===== config.mk =====
export PLATFORM = sky130hd
export DESIGN_NAME = btb_direct
export DESIGN_NICKNAME = d
export VERILOG_FILES = /design/src/rtl/btb_direct.sv
export SDC_FILE = /design/constraint.sdc
export NUM_CORES = 2
export LEC_CHECK = 0
export BUFFER_PORTS_ARGS = -buffer_cell sky130_fd_sc_hd__buf_2
export CAP_MARGIN = 15
export CORE_MARGIN = 1.5
export CORE_UTILIZATION = 51
export DETAILED_ROUTE_END_ITERATION = 8
export PLACE_DENSITY = 0.68
export SETUP_SLACK_MARGIN = 0.4
export SLEW_MARGIN = 20
export SYNTH_ARGS = -nofsm -noshare
export SYNTH_HDL_FRONTEND = slang
export SYNTH_SLANG_ARGS = --single-unit

===== constraint.sdc =====
create_clock -name clk -period 15.6 [get_ports clk]
set_input_delay 3.12 -clock clk [delete_from_list [all_inputs] [get_ports clk]]
set_output_delay 3.12 -clock clk [all_outputs]
set_load 0.03 [all_outputs]

===== src/rtl/btb_direct.sv =====
module btb_direct #(
  parameter int PC_W  = 32,
  parameter int IDX_W = 4
) (
  input  logic            clk,
  input  logic            rst_n,
  input  logic [PC_W-1:0] fetch_pc,
  output logic            fetch_hit,
  output logic [PC_W-1:0] fetch_next_pc,
  input  logic            rs_valid,
  input  logic [PC_W-1:0] rs_pc,
  input  logic            rs_taken,
  input  logic [PC_W-1:0] rs_target,
  input  logic [PC_W-1:0] rs_pred_npc,
  output logic            flush,
  output logic [PC_W-1:0] flush_pc
);
  localparam int ENTRIES = 1 << IDX_W;
  localparam int TAG_W   = PC_W - IDX_W - 2;

  logic [ENTRIES-1:0] valid_q;
  logic [TAG_W-1:0]   tag_q [ENTRIES];
  logic [PC_W-1:0]    tgt_q [ENTRIES];

  logic [IDX_W-1:0] f_idx, r_idx;
  logic [TAG_W-1:0] f_tag, r_tag;
  logic             r_hit, wr_en, kill;
  logic [PC_W-1:0]  r_actual;

  assign f_idx = fetch_pc[IDX_W+1:2];
  assign f_tag = fetch_pc[PC_W-1:IDX_W+2];
  assign r_idx = rs_pc[IDX_W+1:2];
  assign r_tag = rs_pc[PC_W-1:IDX_W+2];

  assign fetch_hit     = valid_q[f_idx] && (tag_q[f_idx] == f_tag);
  assign fetch_next_pc = fetch_hit ? tgt_q[f_idx] : fetch_pc + PC_W'(4);

  assign r_hit    = valid_q[r_idx] && (tag_q[r_idx] == r_tag);
  assign r_actual = rs_taken ? rs_target : rs_pc + PC_W'(4);
  assign wr_en    = rs_valid && rs_taken && !(r_hit && tgt_q[r_idx] == rs_target);
  assign kill     = rs_valid && !rs_taken && r_hit;

  always_ff @(posedge clk) begin
    if (!rst_n)     valid_q <= '0;
    else if (wr_en) valid_q[r_idx] <= 1'b1;
    else if (kill)  valid_q[r_idx] <= 1'b0;
  end

  always_ff @(posedge clk) begin
    if (wr_en) begin
      tag_q[r_idx] <= r_tag;
      tgt_q[r_idx] <= rs_target;
    end
  end

  always_ff @(posedge clk) begin
    if (!rst_n) begin
      flush    <= 1'b0;
      flush_pc <= '0;
    end else begin
      flush    <= rs_valid && (r_actual != rs_pred_npc);
      flush_pc <= r_actual;
    end
  end
endmodule


==> metrics.md <==
| Metric | Value |
|---|---|
| Status | finished clean |
| Max Cap Violations | 0 |
| Layout cells sized above 1 | 32.0% |
| Crit Path Category | input port to output port |
| Post-synth EDFFs | 928 |
| Clock power share | 40.1% |
| Post-synthesis sequential area ratio | 59.9% |
| CTS tree | built |
| # setup viols final | 0 |
| Synth Flop Type | edfxtp_1 |
| CP Launch Type | input port |
| Count of buffers from port buffering | 197 |
| CP max stage cell | nor4_2 |
| RSZ-0062 raised after global routing | no |
| Min-Delay Path Class | flip-flop to flip-flop |
| GRT overflow | 0 |
| Final non-filler cell total | 4264 |
| Switching power share of the total | 24.4% |
| Post-synthesis instance area | 48200 µm² |
| Initial Utilization | 51.5% |
| VDD IR-drop max | 0.0761 mV |
| Avg Inst Size Synth | 17.5 µm² |
| Register cell area after layout | 28800 µm² |
| Number of DRC markers in iteration 0 | 4936 |
| Final Hold Fails | 0 |
| Leakage | 17.4 nW |
| Fin crit share | 69.7% |
| Pre-antenna DRT Iters | 8 |
| Core area | 93500 µm² |
| Syn nets | 2885 |
| Bufs on Longest Clock Path | 3 |
| Initial antenna violation count | 20 |
| Fmax | 91.9 MHz |
| Global-route wire length before repair | 221 mm |
| Post-synth cell types | 75 |
| Worst Clk Skew | 0.0291 ns |
| WP data required | 12.48 ns |
| Clock Latency Late Sink | 0.70 ns |
| Post-synthesis async set-or-reset flop share | 0% |
| Seq pwr share | 49.2% |
| Post-DP HPWL | 98.0 mm |
| Logic pwr share | 10.7% |
| Total track usage | 33.2% |
| Net Sw Power | 1.45 mW |
| CP Data Arrival Time | 7.76 ns |
| H-tree depth | 3 |
| Multi-input logic area | 18200 µm² |
| Post-Route Setup TNS | 0 ns |
| Setup crit end kind | output port |
| Fin nets | 3048 |
| Crit-path cells | buf_8 > buf_4 > buf_16 > mux4_2 > mux4_2 > xnor2_1 > nand3_1 > or4_1 > nor4_2 > nand2_1 > nand2_1 > buf_2 |
| Clk pin slew, worst setup/hold paths | 0.06 ns |
| Layout area overhead | 11.2% |
| Vias in the first global route | 29600 |
| Setup bufs post-CTS | 0 |
| Vias per inst | 7.10 |
| Warnings, synthesis | 0 |
| Largest net degree at the start of global routing | 109 |
| WL per Instance | 37.1 µm |
| Die width | 310 µm |
| GPL Wtd Cong | 0.977 |
| Die Y | 310 µm |
| Clk sinks | 977 |
| Max-slew headroom | 23.3% |
| Pre-CTS WS | 4.44 ns |
| Worst setup margin | 4.72 ns |
| Root Driver | clkbuf_16 |
| Post-synthesis cell count | 2748 |
| Num CTS Buffers | 103 |
| Dpl cells | 4059 |
| Post-CTS sizing | 0 |
| Fin crit period | 10.88 ns |
| Max-slew violation count | 0 |
| Pwr/cell area | 111 nW/µm² |
| Actual transition at the worst max-transition pin | 1.12 ns |
| Number of core rows | 112 |
| Fill cells | 7089 |
| Worst path max stage delay | 0.83 ns |
| Drt total wl | 158 mm |
| Top-level port count | 198 |
| Worst-path fanout max | 101 |
| Seq cells post-synth | 977 |
| Die area | 96300 µm² |
| Drt drc | 0 |
| DR vias | 30300 |
| Final ANT Viol Nets | 0 |
| Power Internal | 4.49 mW |
| Hold Buf Count CTS | 0 |
final cells by class:
cell class	instances	share of cell area, %
Inverter	21	0.147
Tap cell	1254	2.93
Clock inverter	64	0.983
Antenna cell	9	0.0420
Clock buffer	131	5.06
Multi-Input combinational cell	1546	34.1
Timing Repair Buffer	262	2.95
Sequential cell	977	53.8
per-stage QoR:
stage	utilization, %	cell area [µm²]	power, mW	hold slack, ns
6_report	57.3	53600	5.94	0.505
5_1_grt	57.3	53600	6.09	0.528
4_1_cts	57.3	53500	5.95	0.509
3_5_place_dp	53.8	50300	3.60	0.500
3_3_place_gp	53.8	50300	3.59	0.494
2_1_floorplan	-	48200	3.35	0.462
synth_stat cells (3+ instances only):
cell	instances	area, µm²
a32oi_1	3	26.3
dfxtp_1	49	981
nor3b_1	3	22.5
buf_6	13	146
a31oi_1	6	37.5
o21ai_2	11	96.3
buf_4	19	143
nor2_1	92	345
or4_1	3	22.5
mux2i_1	131	1310
a22oi_1	39	293
nand4_1	39	244
xor2_1	93	815
mux4_2	476	10700
o21ai_0	55	275
a31o_2	10	87.6
mux2_2	18	203
buf_12	8	160
buf_2	41	205
nor3_1	25	125
and3_1	21	131
or3_1	3	18.8
and4_1	6	52.6
edfxtp_1	928	27900
nand2_1	130	488
o2111ai_1	4	35.0
a2111oi_0	7	61.3
inv_1	18	67.6
nand3_1	41	205
xnor2_1	86	753
o22ai_1	18	113
nand2b_1	4	25.0
nor2b_1	20	125
buf_1	26	97.6
a41o_1	4	40.0
clkbuf_1	96	360
a21oi_1	56	280
a211oi_1	7	52.6
ha_1	5	62.6
a221oi_1	33	289
a22o_1	15	131
nor4_1	14	87.6
and2_1	29	181
final timing paths:
path	endpoint	from	slack [ns]	cells past startpoint
worst min-delay path	flip-flop	flip-flop	0.51	2
worst max register to register	tag_q[13][19]$_DFFE_PP_	tag_q[1][12]$_DFFE_PP_	9.88	9
worst max-delay path	fetch_next_pc[0]	fetch_pc[3]	4.72	12
worst min register to register	flip-flop	flip-flop	0.51	2
power by group through the flow:
stage	combinational (mW)	sequential [mW]	clock (mW)
finish	0.638	2.92	2.38
global route	0.662	2.92	2.51
CTS	0.629	2.92	2.40
detailed placement	0.626	2.98	0
global placement	0.622	2.97	0
floorplan	0.370	2.98	0
placed cells by master (no fill, tap or decap), types with 41 or more instances in the layout:
cell	Yosys	layout
nand2_1	130	130
buf_4	19	62
buf_2	41	191
dfxtp_1	49	49
a21oi_1	56	56
clkbuf_16	0	104
edfxtp_1	928	928
mux2i_1	131	131
xnor2_1	86	86
xor2_1	93	93
nand3_1	41	41
nor2_1	92	87
mux4_2	476	476
o21ai_0	55	55
per-layer routing:
metal  up-vias  global-route usage [%]  routed length, µm
met4        16                    13.6               7120
li1      11800                       -                  -
met3       392                    8.39              20100
met2      2358                    49.9              71900
met5         -                       0                 91
met1     15700                    46.6              59000
cell families (layout without fill, tap and decap cells):
group / after synthesis / in the layout / synth area share, %
DFF: 977 / 977 / 59.9
muxes: 625 / 625 / 25.4
and+or+nand+nor: 445 / 445 / 4.61
AOI/OAI and AO/OA: 291 / 291 / 4.20
buffers and inverters: 225 / 478 / 2.48
xor gates and xnor gates: 180 / 180 / 3.29
adders and majority gates: 5 / 5 / 0.130
other: 0 / 9 / 0
registers in the layout (all words and copies together), names as in the netlist, named ones only:
name and cells:
flush_pc 32, tgt_q 512, tag_q 416, flush 1
critical path: cells and delay by family:
family                 cells  cell delay [ns]
AND/OR/NAND/NOR            5             1.68
buffers and inverters      4             1.64
multiplexers               2             0.88
XOR/XNOR                   1             0.32
(Power assumes the default switching activity.)
